### src/rtl/uart_rx_pkg.sv
package uart_rx_pkg;

  typedef struct packed {
    logic       brk;
    logic       fe;
    logic       pe;
    logic [7:0] data;
  } rx_entry_t;

  typedef enum logic [2:0] {
    RX_IDLE,
    RX_START,
    RX_DATA,
    RX_PAR,
    RX_STOP
  } rx_state_t;

  // Parity bit a sender would append to make the total count match the mode.
  function automatic logic par_bit_for(input logic [7:0] d, input logic odd);
    return (^d) ^ odd;
  endfunction

  // A break holds the line low for the whole character.
  function automatic logic is_break(input logic [7:0] d, input logic pen,
                                    input logic pbit, input logic stop);
    return (d == 8'h00) && !stop && (!pen || !pbit);
  endfunction

endpackage

### src/rtl/uart_rx_baud.sv
module uart_rx_baud (
  input  logic        clk,
  input  logic        rst_n,
  input  logic [7:0]  wdata,
  input  logic        wr_lo,
  input  logic        wr_hi,
  output logic [15:0] divisor,
  output logic        tick
);
  logic [15:0] cnt;
  logic        wrap;

  assign wrap = (divisor != 16'd0) && (cnt >= divisor - 16'd1);
  assign tick = wrap;

  always_ff @(posedge clk or negedge rst_n) begin
    if (!rst_n) begin
      divisor <= 16'd0;
    end else begin
      if (wr_lo) divisor[7:0]  <= wdata;
      if (wr_hi) divisor[15:8] <= wdata;
    end
  end

  always_ff @(posedge clk or negedge rst_n) begin
    if (!rst_n)                  cnt <= 16'd0;
    else if (divisor == 16'd0)   cnt <= 16'd0;
    else if (wrap)               cnt <= 16'd0;
    else                         cnt <= cnt + 16'd1;
  end
endmodule

### src/rtl/uart_rx_shift.sv
module uart_rx_shift
  import uart_rx_pkg::*;
(
  input  logic      clk,
  input  logic      rst_n,
  input  logic      tick,
  input  logic      rxd,
  input  logic      par_en,
  input  logic      par_odd,
  output logic      done,
  output rx_entry_t entry,
  output logic      glitch
);
  logic [1:0] sync;
  logic       rx_s;
  logic       line_prev;
  rx_state_t  state;
  logic [3:0] tcnt;
  logic [2:0] bitn;
  logic [7:0] shreg;
  logic       pbit;
  logic       mid;

  assign rx_s   = sync[1];
  assign mid    = tick && (tcnt == 4'd15);
  assign glitch = tick && (state == RX_START) && (tcnt == 4'd7) && rx_s;
  assign done   = mid && (state == RX_STOP);

  always_comb begin
    entry.data = shreg;
    entry.pe   = par_en && (pbit != par_bit_for(shreg, par_odd));
    entry.fe   = !rx_s;
    entry.brk  = is_break(shreg, par_en, pbit, rx_s);
  end

  always_ff @(posedge clk or negedge rst_n) begin
    if (!rst_n) sync <= 2'b11;
    else        sync <= {sync[0], rxd};
  end

  always_ff @(posedge clk or negedge rst_n) begin
    if (!rst_n) begin
      state     <= RX_IDLE;
      line_prev <= 1'b1;
      tcnt      <= 4'd0;
      bitn      <= 3'd0;
      shreg     <= 8'd0;
      pbit      <= 1'b0;
    end else if (tick) begin
      case (state)
        RX_IDLE: begin
          line_prev <= rx_s;
          if (line_prev && !rx_s) begin
            state <= RX_START;
            tcnt  <= 4'd0;
          end
        end
        RX_START: begin
          if (tcnt == 4'd7) begin
            tcnt <= 4'd0;
            bitn <= 3'd0;
            if (rx_s) begin
              state     <= RX_IDLE;
              line_prev <= 1'b1;
            end else begin
              state <= RX_DATA;
            end
          end else begin
            tcnt <= tcnt + 4'd1;
          end
        end
        RX_DATA: begin
          tcnt <= tcnt + 4'd1;
          if (tcnt == 4'd15) begin
            shreg <= {rx_s, shreg[7:1]};
            bitn  <= bitn + 3'd1;
            if (bitn == 3'd7) state <= par_en ? RX_PAR : RX_STOP;
          end
        end
        RX_PAR: begin
          tcnt <= tcnt + 4'd1;
          if (tcnt == 4'd15) begin
            pbit  <= rx_s;
            state <= RX_STOP;
          end
        end
        RX_STOP: begin
          tcnt <= tcnt + 4'd1;
          if (tcnt == 4'd15) begin
            state     <= RX_IDLE;
            line_prev <= rx_s;
          end
        end
        default: state <= RX_IDLE;
      endcase
    end
  end
endmodule

### src/rtl/uart_rx_fifo.sv
module uart_rx_fifo
  import uart_rx_pkg::*;
#(
  parameter int DEPTH = 16,
  localparam int AW = $clog2(DEPTH),
  localparam int CW = $clog2(DEPTH + 1)
) (
  input  logic          clk,
  input  logic          rst_n,
  input  logic          push,
  input  rx_entry_t     push_entry,
  input  logic          pop,
  input  logic          stat_rd,
  output rx_entry_t     head,
  output logic [CW-1:0] count,
  output logic          empty,
  output logic          drop,
  output logic          overrun
);
  rx_entry_t       mem [DEPTH];
  logic [AW-1:0]   wr_ptr, rd_ptr;
  logic            full, do_push, do_pop;

  assign full    = (count == CW'(DEPTH));
  assign empty   = (count == '0);
  assign drop    = push && full;
  assign do_push = push && !full;
  assign do_pop  = pop && !empty;
  assign head    = mem[rd_ptr];

  always_ff @(posedge clk) begin
    if (do_push) mem[wr_ptr] <= push_entry;
  end

  always_ff @(posedge clk or negedge rst_n) begin
    if (!rst_n) begin
      wr_ptr  <= '0;
      rd_ptr  <= '0;
      count   <= '0;
      overrun <= 1'b0;
    end else begin
      if (do_push) wr_ptr <= wr_ptr + AW'(1);
      if (do_pop)  rd_ptr <= rd_ptr + AW'(1);
      case ({do_push, do_pop})
        2'b10:   count <= count + CW'(1);
        2'b01:   count <= count - CW'(1);
        default: count <= count;
      endcase
      if (drop)         overrun <= 1'b1;
      else if (stat_rd) overrun <= 1'b0;
    end
  end
endmodule

### src/rtl/uart_rx_channel.sv
module uart_rx_channel
  import uart_rx_pkg::*;
#(
  parameter int FIFO_DEPTH = 16
) (
  input  logic                               clk,
  input  logic                               rst_n,
  input  logic [7:0]                         div_wdata,
  input  logic                               div_wr_lo,
  input  logic                               div_wr_hi,
  input  logic                               par_en,
  input  logic                               par_odd,
  input  logic                               rxd,
  input  logic                               rd_pop,
  input  logic                               stat_rd,
  output logic [7:0]                         rd_data,
  output logic [2:0]                         rd_err,
  output logic                               rx_empty,
  output logic [$clog2(FIFO_DEPTH+1)-1:0]    rx_count,
  output logic                               overrun
);
  logic [15:0] divisor;
  logic        tick;
  logic        char_done;
  logic        char_drop;
  logic        start_glitch;
  rx_entry_t   done_entry;
  rx_entry_t   head;
  logic [2:0]  done_err;

  assign done_err = {done_entry.brk, done_entry.fe, done_entry.pe};
  assign rd_data  = head.data;
  assign rd_err   = {head.brk, head.fe, head.pe};

  uart_rx_baud u_baud (
    .clk(clk), .rst_n(rst_n), .wdata(div_wdata), .wr_lo(div_wr_lo),
    .wr_hi(div_wr_hi), .divisor(divisor), .tick(tick)
  );

  uart_rx_shift u_shift (
    .clk(clk), .rst_n(rst_n), .tick(tick), .rxd(rxd), .par_en(par_en),
    .par_odd(par_odd), .done(char_done), .entry(done_entry),
    .glitch(start_glitch)
  );

  uart_rx_fifo #(.DEPTH(FIFO_DEPTH)) u_fifo (
    .clk(clk), .rst_n(rst_n), .push(char_done), .push_entry(done_entry),
    .pop(rd_pop), .stat_rd(stat_rd), .head(head), .count(rx_count),
    .empty(rx_empty), .drop(char_drop), .overrun(overrun)
  );
endmodule

### config.mk
export PLATFORM = sky130hd
export DESIGN_NAME = uart_rx_channel
export DESIGN_NICKNAME = d
export VERILOG_FILES = /design/src/rtl/uart_rx_pkg.sv /design/src/rtl/uart_rx_baud.sv /design/src/rtl/uart_rx_shift.sv /design/src/rtl/uart_rx_fifo.sv /design/src/rtl/uart_rx_channel.sv
export SDC_FILE = /design/constraint.sdc
export NUM_CORES = 1
export LEC_CHECK = 0
export BUFFER_PORTS_ARGS = -buffer_cell sky130_fd_sc_hd__buf_2
export CAP_MARGIN = 40
export CORE_ASPECT_RATIO = 1.5
export CORE_MARGIN = 5
export CORE_UTILIZATION = 55
export DETAILED_ROUTE_END_ITERATION = 8
export PLACE_DENSITY_LB_ADDON = 0.15
export SYNTH_ARGS = -nofsm -noshare
export SYNTH_HDL_FRONTEND = slang
export SYNTH_HIERARCHICAL = 1
export SYNTH_SLANG_ARGS = --single-unit
### constraint.sdc
create_clock -name clk -period 12 [get_ports clk]
set_input_delay 0.6 -clock clk [delete_from_list [all_inputs] [get_ports clk]]
set_output_delay 0.6 -clock clk [all_outputs]
set_load 0.005 [all_outputs]
==> results of run 1 <==
[worst max-delay path, delay by kind of cell (launching register included)]
| kind | cells | cell delay [ps] |
|---|---|---|
| compound gates | 5 | 1060 |
| simple gates | 11 | 2630 |
| fa+ha+maj | 3 | 870 |
| xor+xnor | 2 | 300 |
| buf+inv | 2 | 280 |
| flops | 1 | 450 |
[layout by cell type (no fill, tap or decap), types with 23 or more instances in the layout]
cell and instances:
sky130_fd_sc_hd__edfxtp_1 176, sky130_fd_sc_hd__nand2_1 48, sky130_fd_sc_hd__clkbuf_16 23, sky130_fd_sc_hd__xnor2_1 30, sky130_fd_sc_hd__ha_1 35, sky130_fd_sc_hd__nor2_1 27, sky130_fd_sc_hd__dfrtp_1 64, sky130_fd_sc_hd__o21ai_0 30
sky130_fd_sc_hd__buf_2 34, sky130_fd_sc_hd__inv_1 31, sky130_fd_sc_hd__mux2i_1 36
[power groups by stage]
stage,sequential [W],combinational (W),clock [W]
5_1_grt,0.00102,0.000554,0.000714
3_5_place_dp,0.00103,0.000505,0
3_3_place_gp,0.00104,0.000459,0
6_report,0.00102,0.000503,0.000659
4_1_cts,0.00102,0.000508,0.000677
2_1_floorplan,0.000987,0.000405,0
[per-layer routing]
layer  GRT usage  wire length (um)
met5           0                 0
met4      0.0575               511
met3      0.0229               594
met2       0.377             12400
met1       0.215              8090
[flip-flops by register name, indices dropped and copies added (netlist names)]
name and cells:
u_fifo/count 5, u_fifo/overrun 1, u_fifo/wr_ptr 4, u_shift/shreg 8
u_fifo/rd_ptr 4, u_shift/tcnt 4, u_shift/line_prev 1, u_baud/cnt 16
u_shift/sync 2, u_fifo/mem 176, u_baud/divisor 16, u_shift/pbit 1
u_shift/state 3, u_shift/bitn 3
[final timing paths]
check                                    to  slack [ps]
max in group asynchronous  u_fifo/rd_ptr[0]       11500
hold / removal              u_shift/tcnt[2]         180
min in group clk            u_shift/sync[0]         200
setup reg to reg            u_fifo/count[4]        6240
setup / recovery            u_fifo/count[4]        6240
hold reg to reg             u_shift/sync[1]         360
[layout make-up]
class,instances,area [um^2]
multi-input combinational,450,3820
timing repair buffer,59,413
fill,1562,7830
inverter,31,116
clock buffer,34,641
tap,264,330
clock inverter,7,38.8
sequential,244,6990
[metrics by stage]
stage | utilization | instance area (um^2) | total power (W) | setup slack [ps]
6_report | 0.612 | 12400 | 0.00218 | 6240
5_1_grt | 0.612 | 12400 | 0.00229 | 5940
4_1_cts | 0.612 | 12400 | 0.00220 | 6230
3_5_place_dp | 0.578 | 11700 | 0.00154 | 6260
3_3_place_gp | 0.570 | 11500 | 0.00150 | 6050
2_1_floorplan | - | 11200 | 0.00139 | 7270
==> run summary, run 1 <==
RUN STATUS
-----------------------------------------------------------------------------------------------
Run status                                                                            completed

PWR
-----------------------------------------------------------------------------------------------
Switch share                                                                              0.295
Static Leak                                                                             4.30 nW
Part of the total power dissipated in the clock network                                   0.303
Sw power                                                                             0.000643 W
Total internal power                                                                  0.00154 W
VDD IR max                                                                           0.000118 V
Register share of total power                                                             0.466
Logic gate share of total power                                                           0.231
PwrDens                                                                             176 nW/um^2

CLOCK NETWORK
-----------------------------------------------------------------------------------------------
Root buffer cell                                                                   sky130_fd_sc_hd__clkbuf_16
Clock input transition at the sequential cells of the worst setup and hold paths          60 ps
Post-CTS Hold Buffers                                                                         0
Setup fix buffers added after clock tree synthesis                                            0
Number of buffers created by CTS                                                             23
H-tree lvl count                                                                              1
Clock tree from TritonCTS                                                                  done
Clock latency at the later pin of the worst-skew pair                                    500 ps
Total clock sinks                                                                           244
CTS-repair resized insts                                                                      0
Number of buffers between clock root and the deepest sink                                     3

PLACED DESIGN
-----------------------------------------------------------------------------------------------
Port bufs                                                                                    34
Total instance count after detailed placement                                              1048
Hpwl dp                                                                                15500 um
Last weighted congestion value of the routability-driven placer                           0.868

DIE
-----------------------------------------------------------------------------------------------
Row cnt                                                                                      64
Die W                                                                                    126 um
Num ports                                                                                    35
Standard cell core area                                                              20200 um^2
Die height                                                                               185 um
Area of the die                                                                      23300 um^2
Initial cell density of the core                                                          0.554

YOSYS
-----------------------------------------------------------------------------------------------
Synth warn                                                                                    6
Syn_nets                                                                                    811
Mean instance size in the synthesized netlist                                         14.7 um^2
Synthesized area                                                                     11200 um^2
Gate count of the mapped netlist                                                            758

GLOBAL ROUTING
-----------------------------------------------------------------------------------------------
Remaining Overflow, GRT                                                                       0
Aggregate global-route resource usage                                                     0.192
Largest net degree at the start of global routing                                            69
Vias in the first global route                                                             6645
Antenna violations before repair                                                              0
Wire length of the first global-routing pass                                           35600 um

DRT
-----------------------------------------------------------------------------------------------
Number of DRC markers in iteration 0                                                        331
Post-DR wirelength/cell                                                                 19.9 um
Drc violations                                                                                0
1st-pass router iterations                                                                    4
Via count normalized by instance count                                                     5.74
Vias post-DR                                                                               6248
Final routed wirelength across all metal layers                                        21600 um
Remaining antenna violation count                                                             0

STA
-----------------------------------------------------------------------------------------------
Fin. max-slew vios                                                                            0
Final count of negative-setup-slack endpoints                                                 0
Worst Hold Margin                                                                        184 ps
Actual transition at the worst max-transition pin                                        819 ps
Worst clock skew                                                                        9.15 ps
Period utilization                                                                        0.480
Unrepaired setup endpoints after global routing                                           false
Setup_tns                                                                                  0 ps
Highest clock rate                                                                      174 MHz
Crit path time final                                                                    5760 ps
Hold Vio Cnt, Final                                                                           0
Worst slew margin relative to its limit                                                   0.454

SETUP PATH
-----------------------------------------------------------------------------------------------
Source of the critical timing path                                                 u_baud/divisor[5]
Worst-case reg-to-reg path depth                                                             23
Most common cell on crit path                                                      sky130_fd_sc_hd__ha_1
Path type of the worst setup path                                                    reg -> reg
R2R Path Start                                                                     u_baud/divisor[5]
Largest stage delay on the critical path                                                 500 ps
Endpoint kind of the worst setup timing path                                          flip-flop
Arrival time at the worst endpoint                                                      6130 ps
Worst setup SP type                                                                   flip-flop
Largest fanout of any net on the critical path                                               17
Crit path cell chain                                                               nor4_4 > nand2_4 > nor2_1 > nand2_1 > xor2_1 > ha_1 > and4_1 > nand2_1 > a31o_1 > o21ai_2 > buf_8 > nor2b_1 > nand4_2 > nor2_1 > a21boi_2 > inv_1 > ha_1 > ha_1 > nor2b_1 > o21ai_1 > a21oi_1 > or3b_1 > xnor2_1
Worst-path cell with the longest stage delay                                       sky130_fd_sc_hd__nor2b_1
Data required time of the critical path                                                12380 ps

LAYOUT
-----------------------------------------------------------------------------------------------
Fraction of final layout cells sized beyond drive strength 1                              0.213
Post-layout nets                                                                            862
Antenna diode count                                                                           0
Final std cells w/o fill                                                                   1089
Synthesis-to-finish area growth                                                           10.5%

RUN
-----------------------------------------------------------------------------------------------
Reported max-cap violation count                                                              0

HOLD PATH
-----------------------------------------------------------------------------------------------
Type of the worst min-delay path                                                    in -> async

(Power assumes the default switching activity.)
==> run 2, diff against run 1 <==
Clock period 12 ns to 5.2 ns, I/O delays scaled along.
==> run 2 against run 1 <==
- wire length is 0.69% higher
- maximum frequency increased by 19%
- critical path depth fell by 2
- critical endpoint unchanged
==> run summary, run 2 (synthesis gave the netlist of run 1 again) <==
RUN STATUS
-----------------------------------------------------------------------------------------------
Run status                                                                            completed

DIE
-----------------------------------------------------------------------------------------------
Row cnt                                                                                      64
Die height                                                                               185 um
Area of the die                                                                      23300 um^2
Initial cell density of the core                                                          0.554
Die W                                                                                    126 um
Num ports                                                                                    35
Standard cell core area                                                              20200 um^2

STA
-----------------------------------------------------------------------------------------------
Period utilization                                                                        0.931
Worst clock skew                                                                        14.0 ps
Unrepaired setup endpoints after global routing                                           false
Crit path time final                                                                    4840 ps
Worst slew margin relative to its limit                                                   0.547
Hold Vio Cnt, Final                                                                           0
Highest clock rate                                                                      207 MHz
Fin. max-slew vios                                                                            0
Final count of negative-setup-slack endpoints                                                 0
Setup_tns                                                                                  0 ps
Actual transition at the worst max-transition pin                                        680 ps

PLACED DESIGN
-----------------------------------------------------------------------------------------------
Post-placement cell area                                                             11700 um^2
Total instance count after detailed placement                                              1050
Last weighted congestion value of the routability-driven placer                           0.874
Port bufs                                                                                    34
Hpwl dp                                                                                15600 um

DRT
-----------------------------------------------------------------------------------------------
Vias post-DR                                                                               6243
1st-pass router iterations                                                                    5
Drc violations                                                                                0
Number of DRC markers in iteration 0                                                        385
Remaining antenna violation count                                                             0
Via count normalized by instance count                                                     5.69
Final routed wirelength across all metal layers                                        21800 um
Post-DR wirelength/cell                                                                 19.9 um

CLOCK NETWORK
-----------------------------------------------------------------------------------------------
Clock latency at the later pin of the worst-skew pair                                    510 ps
Number of buffers between clock root and the deepest sink                                     3
Number of buffers created by CTS                                                             22
Total clock sinks                                                                           244
H-tree lvl count                                                                              1
Root buffer cell                                                                   sky130_fd_sc_hd__clkbuf_16
Clock tree from TritonCTS                                                                  done
Clock input transition at the sequential cells of the worst setup and hold paths          70 ps

HOLD PATH
-----------------------------------------------------------------------------------------------
Type of the worst min-delay path                                                      in -> reg
Source of the worst hold timing path                                               div_wdata[0]

PWR
-----------------------------------------------------------------------------------------------
VDD IR max                                                                           0.000271 V
PwrDens                                                                             415 nW/um^2
Static Leak                                                                             4.39 nW

LAYOUT
-----------------------------------------------------------------------------------------------
Fraction of the core area covered by cells at the end of the flow                         0.621
Largest registers                                                                  u_fifo/mem (176), u_baud/cnt (16), u_baud/divisor (16)
Combined area of the multi-input logic cells                                          3820 um^2
Antenna diode count                                                                           0
Post-layout nets                                                                            870
Flip-flop count of the largest register after layout                                        176
Count of filler cells inserted in the layout                                               1572
Final std cells w/o fill                                                                   1097
Design Area, Final                                                                   12500 um^2
Synthesis-to-finish area growth                                                           12.1%
Fraction of final layout cells sized beyond drive strength 1                              0.216
Highest-count cells in the layout ignoring fill and taps                           176 x sky130_fd_sc_hd__edfxtp_1, 64 x sky130_fd_sc_hd__dfrtp_1, 48 x sky130_fd_sc_hd__nand2_1, 36 x sky130_fd_sc_hd__mux2i_1, 35 x sky130_fd_sc_hd__ha_1
Largest register by flop count                                                       u_fifo/mem
Leading cell type in the layout, fill and taps excluded                            sky130_fd_sc_hd__edfxtp_1
Sequential cell area                                                                  6990 um^2

SETUP PATH
-----------------------------------------------------------------------------------------------
Data required time of the critical path                                                 5590 ps
Worst-path cell with the longest stage delay                                       sky130_fd_sc_hd__dfrtp_1
Crit path cell chain                                                               nor4_4 > nand2_4 > nor4_1 > xnor2_1 > ha_1 > and4_1 > nand2_1 > a31o_1 > o21ai_2 > nor2b_1 > nand4_2 > nor2_1 > a21boi_2 > inv_1 > ha_1 > ha_1 > nor2b_1 > o21ai_1 > a21oi_1 > or3b_1 > xnor2_1
Worst setup SP type                                                                   flip-flop
Arrival time at the worst endpoint                                                      5230 ps
Family with the most delay on the worst path                                       simple AND/OR/NAND/NOR gates
Path type of the worst setup path                                                    reg -> reg
Source of the critical timing path                                                 u_baud/divisor[5]
Largest stage delay on the critical path                                                 450 ps
WP buf/inv                                                                                    1
R2R Path Start                                                                     u_baud/divisor[5]
Most common cell on crit path                                                      sky130_fd_sc_hd__ha_1
Endpoint kind of the worst setup timing path                                          flip-flop
Largest fanout of any net on the critical path                                                5

RUN
-----------------------------------------------------------------------------------------------
Reported max-cap violation count                                                              0

GLOBAL ROUTING
-----------------------------------------------------------------------------------------------
Vias in the first global route                                                             6844
Wire length of the first global-routing pass                                           35700 um
Antenna violations before repair                                                              0
Remaining Overflow, GRT                                                                       0
Aggregate global-route resource usage                                                     0.192
Largest net degree at the start of global routing                                            59

run 2: area by class of cell:
class,count,area share
timing repair buffer,68,0.0406
tap,264,0.0264
inverter,31,0.00929
clock buffer,25,0.0465
sequential,244,0.558
multi-input combinational,450,0.305
clock inverter,15,0.0140
run 2: path summary, 6_finish.rpt:
check	end	slack [ps]	cells after the start
worst max-delay path	u_fifo/count[4]	360	21
worst min-delay path	u_baud/divisor[0]	10	3
worst max register to register	u_fifo/count[4]	360	21
worst min register to register	u_shift/sync[1]	370	0
max in group asynchronous	u_shift/sync[1]	4410	4
min in group asynchronous	u_shift/state[1]	220	3
run 2: per-stage QoR:
stage | power, W | setup slack, ps | hold WS [ps]
2_1_floorplan | 0.00321 | 467 | -35.6
3_3_place_gp | 0.00346 | 489 | 349
3_5_place_dp | 0.00357 | 337 | 208
4_1_cts | 0.00526 | 332 | 1.68
5_1_grt | 0.00548 | 37.8 | 12.4
6_report | 0.00520 | 360 | 12.6
run 2: layer usage:
| layer | GRT usage | vias up | part of all wire |
|---|---|---|---|
| met5 | 0 | - | 0 |
| met4 | 0.0554 | 0 | 0.023 |
| met3 | 0.0229 | 35 | 0.031 |
| met2 | 0.380 | 112 | 0.58 |
| met1 | 0.214 | 3115 | 0.37 |
| li1 | - | 2981 | - |
run 2: power breakdown:
| part | switching, W | leakage, nW | internal, W |
|---|---|---|---|
| registers | 0.000157 | 2.18 | 0.00215 |
| clock network | 0.000679 | 0.372 | 0.00100 |
| logic | 0.000651 | 1.84 | 0.000556 |
| total | 0.00149 | 4.39 | 0.00371 |
run 2: repair_timing:
item | CTS | global route
buffers inserted | 0 | 0
hold buffers | 5 | 1
gates resized for setup | 0 | 0
hold endpoints to repair | 70 | 1
run 2: worst reg2reg max path, stage by stage (launching register included):
cell	delay (ps)
sky130_fd_sc_hd__dfrtp_1	450
sky130_fd_sc_hd__nor4_4	390
sky130_fd_sc_hd__nand2_4	140
sky130_fd_sc_hd__nor4_1	290
sky130_fd_sc_hd__xnor2_1	110
sky130_fd_sc_hd__ha_1	300
sky130_fd_sc_hd__and4_1	220
sky130_fd_sc_hd__nand2_1	50
sky130_fd_sc_hd__a31o_1	190
sky130_fd_sc_hd__o21ai_2	140
sky130_fd_sc_hd__nor2b_1	220
sky130_fd_sc_hd__nand4_2	180
sky130_fd_sc_hd__nor2_1	270
sky130_fd_sc_hd__a21boi_2	220
sky130_fd_sc_hd__inv_1	60
sky130_fd_sc_hd__ha_1	240
sky130_fd_sc_hd__ha_1	330
sky130_fd_sc_hd__nor2b_1	140
sky130_fd_sc_hd__o21ai_1	160
sky130_fd_sc_hd__a21oi_1	100
sky130_fd_sc_hd__or3b_1	380
sky130_fd_sc_hd__xnor2_1	140
